==> src/rtl/pkt_line_sched.sv <==
module pkt_line_sched #(
  parameter int NUM_SLOTS = 15,
  parameter int LINE_W    = 6,
  parameter int DEF_LINE  = 2,
  localparam int SLOT_W   = $clog2(NUM_SLOTS + 1)
) (
  input  logic              clk,
  input  logic              rst_n,
  input  logic              sof,
  input  logic              line_pulse,
  input  logic              ctl_we,
  input  logic              line_we,
  input  logic [SLOT_W-1:0] wr_slot,
  input  logic              wr_cont,
  input  logic              wr_send,
  input  logic [LINE_W-1:0] wr_line,
  input  logic              stop_all,
  output logic              pkt_valid,
  output logic [SLOT_W-1:0] pkt_slot,
  input  logic              pkt_ready
);

  logic [NUM_SLOTS-1:0] sh_cont, sh_send, ac_cont, ac_send, pend, hit, done, loadmask;
  logic [LINE_W-1:0]    sh_line [NUM_SLOTS];
  logic [LINE_W-1:0]    ac_line [NUM_SLOTS];
  logic [LINE_W-1:0]    line_q;
  logic                 scan_q;
  logic [SLOT_W-1:0]    pick;
  logic                 load, accept;

  wire wr_ok = wr_slot < SLOT_W'(NUM_SLOTS);
  assign accept = pkt_valid && pkt_ready;
  assign load   = (!pkt_valid || pkt_ready) && (|pend);

  always_ff @(posedge clk) begin
    if (!rst_n || stop_all) begin
      line_q <= '0;
      scan_q <= 1'b0;
    end else begin
      scan_q <= sof || line_pulse;
      if (sof)             line_q <= '0;
      else if (line_pulse) line_q <= line_q + 1'b1;
    end
  end

  always_comb begin
    pick = '0;
    for (int k = NUM_SLOTS - 1; k >= 0; k--)
      if (pend[k]) pick = SLOT_W'(k);
  end

  for (genvar i = 0; i < NUM_SLOTS; i++) begin : g_slot
    assign hit[i]      = scan_q && ac_send[i] && (ac_line[i] == line_q);
    assign done[i]     = accept && (pkt_slot == SLOT_W'(i)) && !ac_cont[i];
    assign loadmask[i] = load && (pick == SLOT_W'(i));
    wire sel = wr_ok && (wr_slot == SLOT_W'(i));

    always_ff @(posedge clk) begin
      if (!rst_n) begin
        sh_cont[i] <= 1'b0;
        sh_send[i] <= 1'b0;
        sh_line[i] <= LINE_W'(DEF_LINE);
      end else if (stop_all) begin
        sh_cont[i] <= 1'b0;
        sh_send[i] <= 1'b0;
        sh_line[i] <= '0;
      end else begin
        if (ctl_we && sel) begin
          sh_cont[i] <= wr_cont;
          sh_send[i] <= wr_send;
        end else if (done[i]) begin
          sh_send[i] <= 1'b0;
        end
        if (line_we && sel) sh_line[i] <= wr_line;
      end
    end

    always_ff @(posedge clk) begin
      if (!rst_n || stop_all) begin
        ac_cont[i] <= 1'b0;
        ac_send[i] <= 1'b0;
        ac_line[i] <= '0;
        pend[i]    <= 1'b0;
      end else if (sof) begin
        ac_cont[i] <= sh_cont[i];
        ac_send[i] <= sh_send[i] && !done[i];
        ac_line[i] <= sh_line[i];
        pend[i]    <= 1'b0;
      end else begin
        if (done[i]) ac_send[i] <= 1'b0;
        pend[i] <= (pend[i] || hit[i]) && !loadmask[i];
      end
    end
  end

  always_ff @(posedge clk) begin
    if (!rst_n || stop_all) begin
      pkt_valid <= 1'b0;
      pkt_slot  <= '0;
    end else if (!pkt_valid || pkt_ready) begin
      pkt_valid <= |pend;
      pkt_slot  <= pick;
    end
  end

  assert_hold_offer_R8: assert property (@(posedge clk) disable iff (!rst_n)
    (pkt_valid && !pkt_ready && !stop_all) |=> (pkt_valid && $stable(pkt_slot)));

  assert_slot_range_R1: assert property (@(posedge clk) disable iff (!rst_n)
    pkt_valid |-> (pkt_slot < SLOT_W'(NUM_SLOTS)));

  assert_stray_write_R1: assert property (@(posedge clk) disable iff (!rst_n)
    (ctl_we && !wr_ok && !stop_all && !accept) |=> ($stable(sh_send) && $stable(sh_cont)));

  assert_stop_clears_R7: assert property (@(posedge clk) disable iff (!rst_n)
    stop_all |=> (!pkt_valid && sh_send == '0 && sh_cont == '0 && pend == '0));

  assert_frame_drop_R2: assert property (@(posedge clk) disable iff (!rst_n)
    (sof && !stop_all) |=> (pend == '0));

endmodule

==> config.mk <==
export PLATFORM = sky130hd
export DESIGN_NAME = pkt_line_sched
export DESIGN_NICKNAME = d
export VERILOG_FILES = /design/src/rtl/pkt_line_sched.sv
export SDC_FILE = /design/constraint.sdc
export NUM_CORES = 1
export LEC_CHECK = 0
export BUFFER_PORTS_ARGS = -buffer_cell sky130_fd_sc_hd__buf_2
export CORE_MARGIN = 4
export CORE_UTILIZATION = 45
export DETAILED_ROUTE_END_ITERATION = 12
export GPL_ROUTABILITY_DRIVEN = 0
export SLEW_MARGIN = 25
export SYNTH_ARGS = -nofsm -noshare
export SYNTH_HDL_FRONTEND = slang
export SYNTH_SLANG_ARGS = --single-unit
==> constraint.sdc <==
create_clock -name clk -period 3.9 [get_ports clk]
set_input_delay 0.195 -clock clk [delete_from_list [all_inputs] [get_ports clk]]
set_output_delay 0.195 -clock clk [all_outputs]
set_load 0.02 [all_outputs]
Word-level counts from Yosys, hierarchy flattened --
Memory sizes are Yosys's and may differ from the RTL's. Index checks and enable logic that the tools add are counted.
Cells by class: add/sub/neg operators 1, magnitude comparators 1, eq/ne operators 57, muxes and demuxes 174, bitwise operators 46, reduce and logical (&&, ||, !) cells 253
Operators by type and width (count):
- two-way mux 6 bit | 45
- logical AND 1 bit | 152
- two-way mux 1 bit | 114
- equality test 6 bit | 15
- equality test 4 bit, second input constant | 21
- two-way mux 4 bit | 15
- nonzero test 2 bit | 30
- equality test 4 x 3 -> 1 bit, second input constant | 12
- logical NOT 1 bit | 47
- OR 1 bit | 45
- equality test 4 x 2 -> 1 bit, second input constant | 6
- logical OR 1 bit | 18
- OR reduction 15 bit | 1
- equality test 4 x 1 -> 1 bit, second input constant | 3
- logical NOT 4 bit | 3
- adder 6 x 1 -> 6 bit, second input constant | 1
- < comparator 4 bit, second input constant | 1
- OR reduction 2 bit | 2
- inverter 1 bit | 1
Storage, ports and cells: register bits after elaboration 87, RAM bits 180, output and inout port bits 5, word-level logic and storage cells 613, memories kept 2
Memory list:
- ac_line | words 15, width 6, rd ports 15, clocked after Yosys merged registers in 0, write ports 15, RTL line 25 | logic [LINE_W-1:0] ac_line [NUM_SLOTS];
- sh_line | words 15, width 6, rd ports 15, clocked after Yosys merged registers in 0, write ports 15, RTL line 24 | logic [LINE_W-1:0] sh_line [NUM_SLOTS];

Logic depth before layout (Yosys ltp) --
Gate-level depths: netlist of the first run.
word-level depth 19, gate-level depth with buffers 7, mapped depth without buffers 5

Least setup slack after synthesis of the first run --
OpenSTA, ideal clock, no wires.
kind input -> register, from input port stop_all, to memory ac_line[0][0] (enable), setup time 0.490 ns, arrival time 3.335 ns, data required time 3.410 ns, slack 0.075 ns, stages 5, path buffers 2, cell sequence nand2b_1 -> buf_2 -> nor2_1 -> inv_1 -> clkbuf_1
RTL lines:
- start, declared | RTL line 17 | input logic stop_all,
- end, declared | RTL line 25

Worst setup path after layout of the first run --
from register line_q[4], to register pend[6]
On the way: longest elaborated chain between the ends 4
Ends and longest elaborated chain:
- start, declared | RTL line 26 | logic [LINE_W-1:0] line_q;
- start signal, assigned | RTL line 42 | else if (line_pulse) line_q <= line_q + 1'b1;
- equality test 6 bit | RTL line 53 | assign hit[i] = scan_q && ac_send[i] && (ac_line[i] == line_q);
- logical AND 1 bit | RTL line 53
- logical OR 1 bit | RTL line 91 | pend[i] <= (pend[i] || hit[i]) && !loadmask[i];
- logical AND 1 bit | RTL line 91
- end signal, assigned by index | RTL line 91
- end, declared | RTL line 23 | logic [NUM_SLOTS-1:0] sh_cont, sh_send, ac_cont, ac_send, pend, hit, done, loadmask;
Every way passes these cells. A chain may end at the register's enable or synchronous reset.

==> run summary, run 1 <==
status - completed
most common cell after layout, fill and taps aside - edfxtp_1
ranking of synthesized cells by area - edfxtp_1 (47%), dfxtp_1 (15%), and3_1 (9.0%)
GR Overflow Total - 0
Clock Tree Root - clkbuf_16
most frequent cells in the layout - edfxtp_1 (180), and3_1 (167), dfxtp_1 (87), nor2_1 (72), nand2_1 (67)
reg2reg setup slack - 1.73 ns
crit path kind - reg2reg
Power per Cell Area - 470.3 mW/mm^2
Fin Hold WS - 0.01935 ns
core area - 0.02525 sq mm
number of cell rows - 58
Post-DRT Antenna Nets - 0
Clock Sinks - 267
Synth area leader - edfxtp_1
worst endpoint required time - 4.37 ns
H-tree level count - 1
Area Growth Syn to Fin - 11.26%
GRT Overall Usage - 0.1928
YS warnings - 0
delay-heaviest family, CP - flip-flops
Async SR Flop Fraction - 0
# fillers - 2,224
DRT Wirelength - 27.54 mm
vias in the first global route - 7,504
final period utilization - 0.5568
top cell type's share of synthesized area - 0.4672
Crit-path slowest cell - dfxtp_1
clock tree buffer depth - 3
Slew @ Worst Pin - 1.037 ns
Initial Util - 0.4581
post-CTS sizing - 0
Cells after Synth - 1,010
worst-path fanout max - 14
syn_nets - 1,031
layout cell share with drive strength beyond 1 - 0.1014
Max Cap Viol - 0
HP Class - in2reg
setup bufs post-CTS - 0
IO buf count - 24
hold depth - 3
Main synth FF type - edfxtp_1
Layout Nets - 1,025
sequential share of the synthesized area - 0.6178
DR pass1 iterations - 5
syn avg cell area - 11.45 sq um
Antenna Cells - 0
number of synthesized flops with an enable pin - 180
DP HPWL - 17.39 mm
peak supply drop - 0.3022 mV
first-pass GRT wire length - 42.55 mm
Max Slew Vio Count - 0
Hold Path Sink - sh_send[11]$_SDFFE_PP0P_
drt drc - 0
clock slew at reported path FFs - 0.06 ns
CP max stage delay - 1.01 ns
TritonCTS clock tree - built
Pleak - 5.353 nW
WP data arrival - 2.64 ns
Hold Startpoint - wr_slot[3]
Die H - 168.3 um
crit path buf inv count - 0
vias per cell - 5.619
reg2reg end - pend[6]$_SDFF_PP0_
largest net degree at the start of global routing - 78
Worst R2R Path Depth - 5
CP cell instances - xnor2_1 -> nand3_1 -> nor4_1 -> o21ai_0 -> a31oi_1
Max Fclk - 460.5 MHz
CTS buffer count - 29
final hold vios - 0
Skew-Pair Late Insertion Delay - 0.54 ns
die area - 0.02834 sq mm
io pins - 25
RSZ-0062 raised after global routing - false
crit path time final - 2.172 ns
DR WL/cell - 20.31 um
routed vias - 7,620
Crit. End Element - flip-flop
Synth cell types - 48
# setup viols final - 0
antenna violations before repair - 1
die width - 168.3 um
Iter 0 DRT Violations - 615
Rel. slew slack - 0.3080
synthesized area - 0.01157 sq mm
setup tns final - 0 ns
Worst setup SP type - flip-flop
flops & latches, synth - 267
Worst R2R Start - line_q[4]$_SDFFE_PP0P_
Worst Skew - 0.01673 ns
[worst register-to-register path: cells and delay by family (launching register included)]
kind            cells  cell delay, ns
compound gates      2            0.29
xor+xnor            1            0.19
flops               1            1.01
simple gates        2            0.62
[flip-flops by register name (all words and copies together) (netlist names)]
| register | count |
|---|---|
| ac_line | 90 |
| scan_q | 1 |
| pend | 15 |
| ac_cont | 15 |
| ac_send | 15 |
| pkt_slot | 4 |
| sh_send | 15 |
| sh_cont | 15 |
| line_q | 6 |
| pkt_valid | 1 |
| sh_line | 90 |
[logic make-up after synthesis]
group,count (synthesis),share of synthesized area
buffers and inverters,83,0.02931
multiplexers,21,0.01817
flip-flops,267,0.6178
AO/OA/AOI/OAI,114,0.06349
AND/OR/NAND/NOR,430,0.1990
XOR/XNOR,94,0.07117
adder cells (fa/ha/maj),1,0.001081
[metal layers]
metal,share of wire,track usage,vias to the layer above
li1,-,-,3649
met1,0.43,0.2506,3734
met2,0.49,0.3305,185
met3,0.050,0.02724,52
met4,0.029,0.06916,0
met5,0,0,-
[cells in the mapped netlist, types with 2 or more instances]
| cell | n |
|---|---|
| buf_2 | 16 |
| a41oi_1 | 2 |
| buf_1 | 2 |
| buf_4 | 2 |
| nor2_1 | 72 |
| clkbuf_1 | 60 |
| o21a_1 | 15 |
| or3b_2 | 2 |
| a31oi_1 | 3 |
| nand3b_1 | 5 |
| mux2i_1 | 21 |
| o21ai_0 | 27 |
| or3_1 | 3 |
| a211oi_1 | 3 |
| nand2_1 | 67 |
| and3_1 | 167 |
| nand2b_1 | 8 |
| edfxtp_1 | 180 |
| xnor2_1 | 65 |
| nor2b_1 | 8 |
| nand4b_1 | 2 |
| dfxtp_1 | 87 |
| nand3_1 | 39 |
| a22oi_1 | 14 |
| a2bb2oi_1 | 7 |
| inv_1 | 3 |
| and2_1 | 4 |
| nand4_1 | 5 |
| xor2_1 | 29 |
| nor3_1 | 24 |
| nor4_1 | 17 |
| a21oi_1 | 35 |
[final cells by class]
class                           count  area [sq um]  share of cell area
Timing Repair Buffer               43         280.3             0.02178
Sequential cell                   267          7147              0.5553
Multi-Input combinational cell    660          4098              0.3184
Clock buffer                       42         860.8             0.06688
Tap cell                          330         412.9             0.03208
Clock inverter                     11         58.81            0.004569
Inverter                            3         13.76            0.001069
[metrics by stage]
step,power [mW],setup slack [ns],util,cell area [sq um],cells
4_1_cts,6.096,1.707,0.5097,12870,1356
5_1_grt,6.256,1.590,0.5097,12870,1356
3_5_place_dp,3.502,1.577,0.4729,11940,1302
2_1_floorplan,3.396,0.07485,-,11570,1010
6_report,6.053,1.728,0.5097,12870,1356
3_3_place_gp,3.496,1.630,0.4729,11940,1302
[report_power, final]
part	switching, mW	internal, mW	leakage (nW)
registers	0.0418	3.13	2.71
clock network	1.09	1.53	0.470
logic	0.188	0.0823	2.18
total	1.32	4.74	5.35
[how the worst max path moves through the flow]
stage,from,cells after the start,endpoint
floorplan,stop_all,5,ac_line[0][0]$_SDFFCE_PN0P_
CTS,line_q[4]$_SDFFE_PP0P_,5,pend[6]$_SDFF_PP0_
finish,line_q[4]$_SDFFE_PP0P_,5,pend[6]$_SDFF_PP0_
global placement,stop_all,6,sh_line[1][22]$_SDFFCE_PN0P_
detailed placement,rst_n,5,sh_line[0][44]$_SDFFCE_PN0P_
global route,line_q[4]$_SDFFE_PP0P_,5,pend[6]$_SDFF_PP0_
[repair_timing]
action                                  4_1_cts  5_1_grt
hold buffers                                  1        0
endpoints found under the setup margin        0        0
hold endpoints to repair                      1        0
(Power assumes the default switching activity.)
==> inputs of run 2 (changes only) <==
==> constraint.sdc (replaced) <==
create_clock -name clk -period 1.8 [get_ports clk]
set_input_delay 0.09 -clock clk [delete_from_list [all_inputs] [get_ports clk]]
set_output_delay 0.09 -clock clk [all_outputs]
set_load 0.02 [all_outputs]
==> run 2 against run 1 <==
Against the previous run:
- total power up 110%
- combinational power is 140% higher
- non-clock buffer count rose by 36
==> run summary, run 2 (synthesized netlist as in run 1, its figures left out) <==
peak supply drop - 0.6010 mV
Max Fclk - 591.5 MHz
H-tree level count - 1
Worst R2R Start - pend[7]$_SDFF_PP0_
CP cell instances - or4_1 -> a21oi_2 -> o41ai_2 -> nor3b_2 -> a211oi_1
DRT Wirelength - 27.42 mm
most common cell after layout, fill and taps aside - edfxtp_1
CTS buffer count - 28
GRT Overall Usage - 0.1930
Post-DRT Antenna Nets - 0
pre-CTS setup slack - 0.1376 ns
Pleak - 5.538 nW
Skew-Pair Late Insertion Delay - 0.53 ns
Rel. slew slack - 0.5937
HP Class - in2reg
Worst Skew - 0.006050 ns
Crit-path slowest cell - or4_1
Regs by FF count - ac_line x90, sh_line x90
Hold Path Sink - sh_send[4]$_SDFFE_PP0P_
DP HPWL - 17.58 mm
drt drc - 0
worst-path fanout max - 6
status - completed
reg2reg setup slack - 0.11 ns
routed vias - 7,712
vias per cell - 5.544
DR WL/cell - 19.72 um
Die H - 168.3 um
Critical Path Source - pend[7]$_SDFF_PP0_
most frequent cells in the layout - edfxtp_1 (180), and3_1 (167), dfxtp_1 (87), nor2_1 (72), nand2_1 (67)
setup ws final - 0.1094 ns
die width - 168.3 um
IO buf count - 24
io pins - 25
crit path time final - 1.691 ns
Hold Startpoint - ctl_we
die area - 0.02834 sq mm
antenna violations before repair - 2
final period utilization - 0.9392
# setup viols final - 0
vias in the first global route - 7,528
crit path buf inv count - 0
number of cell rows - 58
core area - 0.02525 sq mm
Area Growth Syn to Fin - 14.83%
DR pass1 iterations - 5
worst endpoint required time - 2.20 ns
crit path kind - reg2reg
delay-heaviest family, CP - simple AND/OR/NAND/NOR gates
Iter 0 DRT Violations - 520
clock slew at reported path FFs - 0.06 ns
hold depth - 4
Crit. End Element - flip-flop
clock tree buffer depth - 3
setup tns final - 0 ns
largest net degree at the start of global routing - 106
Layout Nets - 1,060
Max Cap Viol - 0
final hold vios - 0
Worst R2R Path Depth - 5
reg2reg end - pend[12]$_SDFF_PP0_
Worst setup SP type - flip-flop
Power per Cell Area - 970.8 mW/mm^2
Clock Sinks - 267
Max Slew Vio Count - 0
Initial Util - 0.4581
CP max stage delay - 0.55 ns
Antenna Cells - 0
layout cell share with drive strength beyond 1 - 0.1197
GR Overflow Total - 0
WP data arrival - 2.09 ns
first-pass GRT wire length - 42.83 mm
Clock Tree Root - clkbuf_16
Slew @ Worst Pin - 0.6040 ns
TritonCTS clock tree - built
run 2: cell type report:
type / instances / area [sq um]
fill: 2166 / 11970
sequential: 267 / 7147
multi-input combinational: 660 / 4110
clock buffer: 42 / 817.0
timing repair buffer: 79 / 733.2
tap: 330 / 412.9
clock inverter: 10 / 50.05
inverter: 3 / 13.76
run 2: worst min-delay path, cell delays in order:
cell     delay, ns
buf_2         0.12
and2_1        0.16
nand3_1       0.08
a21oi_1       0.05
run 2: power by group:
| part | switching (mW) | total (mW) | leakage (nW) | internal [mW] |
|---|---|---|---|---|
| sequential | 0.0760 | 6.85 | 2.71 | 6.77 |
| combinational | 0.428 | 0.647 | 2.41 | 0.218 |
| clock | 2.28 | 5.40 | 0.421 | 3.12 |
run 2: what timing repair did:
item                                    CTS  global route
hold buffers                              4             0
hold endpoints to repair                 25             0
resized for setup                         0             1
endpoints found under the setup margin    0             1
setup buffers                             0             0
run 2: worst max-delay path by stage:
stage                                  endpoint  slack [ns]  cells after the start
floorplan           ac_line[0][0]$_SDFFCE_PN0P_        0.06                      5
CTS                         pend[12]$_SDFF_PP0_        0.12                      5
global route                 pend[8]$_SDFF_PP0_    -0.00005                      5
finish                      pend[12]$_SDFF_PP0_        0.11                      5
detailed placement          pend[12]$_SDFF_PP0_        0.14                      5
global placement             pend[8]$_SDFF_PP0_        0.16                      7
run 2: through the flow:
stage | instance area (sq um) | hold WS [ns] | utilization | power, mW | cells
2_1_floorplan | 11570 | 0.2327 | - | 7.352 | 1010
3_3_place_gp | 12360 | 0.4122 | 0.4896 | 7.614 | 1335
3_5_place_dp | 12360 | 0.4272 | 0.4896 | 7.626 | 1335
4_1_cts | 13270 | 0.009380 | 0.5255 | 13.00 | 1391
5_1_grt | 13280 | 0.02979 | 0.5260 | 13.34 | 1391
6_report | 13280 | 0.02626 | 0.5260 | 12.90 | 1391
run 2: routing by layer:
layer | global-route usage | vias to the layer above | part of all wire
li1 | - | 3726 | -
met1 | 0.2496 | 3747 | 0.43
met2 | 0.3326 | 180 | 0.49
met5 | 0 | - | 0.00098
met4 | 0.06457 | 4 | 0.033
met3 | 0.03005 | 55 | 0.050
==> inputs of run 3 (changes only) <==
--- a/config.mk
+++ b/config.mk
@@ -10,6 +10,8 @@
 export CORE_UTILIZATION = 45
 export DETAILED_ROUTE_END_ITERATION = 12
 export GPL_ROUTABILITY_DRIVEN = 0
+export MAX_ROUTING_LAYER = met4
+export RECOVER_POWER = 50
 export SLEW_MARGIN = 25
 export SYNTH_ARGS = -nofsm -noshare
 export SYNTH_HDL_FRONTEND = slang
==> run 3 against run 2 <==
Against the previous run:
- largest cell class unchanged
- combinational power fell by 2%
- sequential share of layout area increased by 0.13 points
- design area down 0.24%
- total power shrank 0.17%
- cell count grew 0.14%
==> run summary, run 3 (synthesized netlist as in run 1, its figures left out) <==
Worst setup SP type - flip-flop
setup ws final - 0.1043 ns
Area Growth Syn to Fin - 14.55%
die area - 0.02834 sq mm
peak supply drop - 0.5999 mV
Post-DRT Antenna Nets - 0
Rel. slew slack - 0.1959
Clock Tree Root - clkbuf_16
Fin Hold WS - 0.02665 ns
Slew @ Worst Pin - 1.206 ns
most common cell after layout, fill and taps aside - edfxtp_1
Overall Power - 12.87 mW
Pleak - 5.519 nW
DRT Wirelength - 27.43 mm
final hold vios - 0
DP HPWL - 17.58 mm
status - completed
Regs by FF count - ac_line x90, sh_line x90
layout cell share with drive strength beyond 1 - 0.1169
Worst Skew - 0.006923 ns
final period utilization - 0.9421
WP data arrival - 2.09 ns
first-pass GRT wire length - 42.83 mm
die width - 168.3 um
TritonCTS clock tree - built
crit path time final - 1.696 ns
GR Overflow Total - 0
drt drc - 0
number of cell rows - 58
vias in the first global route - 7,514
Iter 0 DRT Violations - 505
DR WL/cell - 19.69 um
Final Core Density - 0.5247
most frequent cells in the layout - edfxtp_1 (180), and3_1 (167), dfxtp_1 (87), nor2_1 (72), nand2_1 (67)
setup tns final - 0 ns
GRT Overall Usage - 0.1987
worst endpoint required time - 2.20 ns
H-tree level count - 1
Clock Sinks - 267
core area - 0.02525 sq mm
io pins - 25
setup bufs post-CTS - 0
vias per cell - 5.530
worst-path fanout max - 6
IO buf count - 24
antenna violations before repair - 2
Skew-Pair Late Insertion Delay - 0.53 ns
CTS buffer count - 28
Power per Cell Area - 971.6 mW/mm^2
Crit. End Element - flip-flop
routed vias - 7,703
Max Fclk - 589.7 MHz
Layout Nets - 1,060
pre-CTS setup slack - 0.1376 ns
Die H - 168.3 um
largest net degree at the start of global routing - 106
crit path kind - reg2reg
clock tree buffer depth - 3
DR pass1 iterations - 5
clock slew at reported path FFs - 0.06 ns
# setup viols final - 0
Initial Util - 0.4581
Max Slew Vio Count - 0
Max Cap Viol - 0
HP Class - in2reg
## run 3: final cells by class
type	instances	area (sq um)
inverter	3	12.51
timing repair buffer	79	704.4
tap	330	412.9
sequential	267	7147
antenna	2	5.005
multi-input combinational	660	4103
fill	2172	12000
clock buffer	42	817.0
clock inverter	10	50.05
## run 3: per-stage QoR
step / cell area (sq um) / std cells
global placement: 12360 / 1335
CTS: 13270 / 1391
finish: 13250 / 1393
detailed placement: 12360 / 1335
global route: 13250 / 1393
floorplan: 11570 / 1010
## run 3: metal layers
layer | GRT usage | wire length [um] | up-vias
met2 | 0.3321 | 13350 | 181
li1 | - | - | 3726
met1 | 0.2500 | 11840 | 3739
met5 | - | 0 | -
met3 | 0.03005 | 1350 | 57
met4 | 0.06457 | 884 | 0
## run 3: power by group
part	switching (mW)	internal (mW)
Combinational	0.426	0.212
Clock	2.26	3.12
Sequential	0.0763	6.77
## run 3: final timing paths
kind / startpoint / to / slack, ns / cells after the start
worst max-delay path: pend[7]$_SDFF_PP0_ / pend[12]$_SDFF_PP0_ / 0.10 / 5
worst min-delay path: ctl_we / sh_send[4]$_SDFFE_PP0P_ / 0.03 / 4
worst max register to register: pend[7]$_SDFF_PP0_ / pend[12]$_SDFF_PP0_ / 0.10 / 5
worst min register to register: sh_cont[4]$_SDFFE_PP0P_ / sh_cont[4]$_SDFFE_PP0P_ / 0.46 / 2
## run 3: repair_timing
item / 4_1_cts / 5_1_grt
gates resized for setup: 0 / 1
hold endpoints to repair: 25 / 0
endpoints found under the setup margin: 0 / 1
hold buffers: 4 / 0
## run 3: worst max-delay path, cell delays in order, from the launching register on
cell      delay [ns]
dfxtp_1         0.36
or4_1           0.55
a21oi_2         0.14
o41ai_2         0.12
nor3b_2         0.29
a211oi_1        0.11
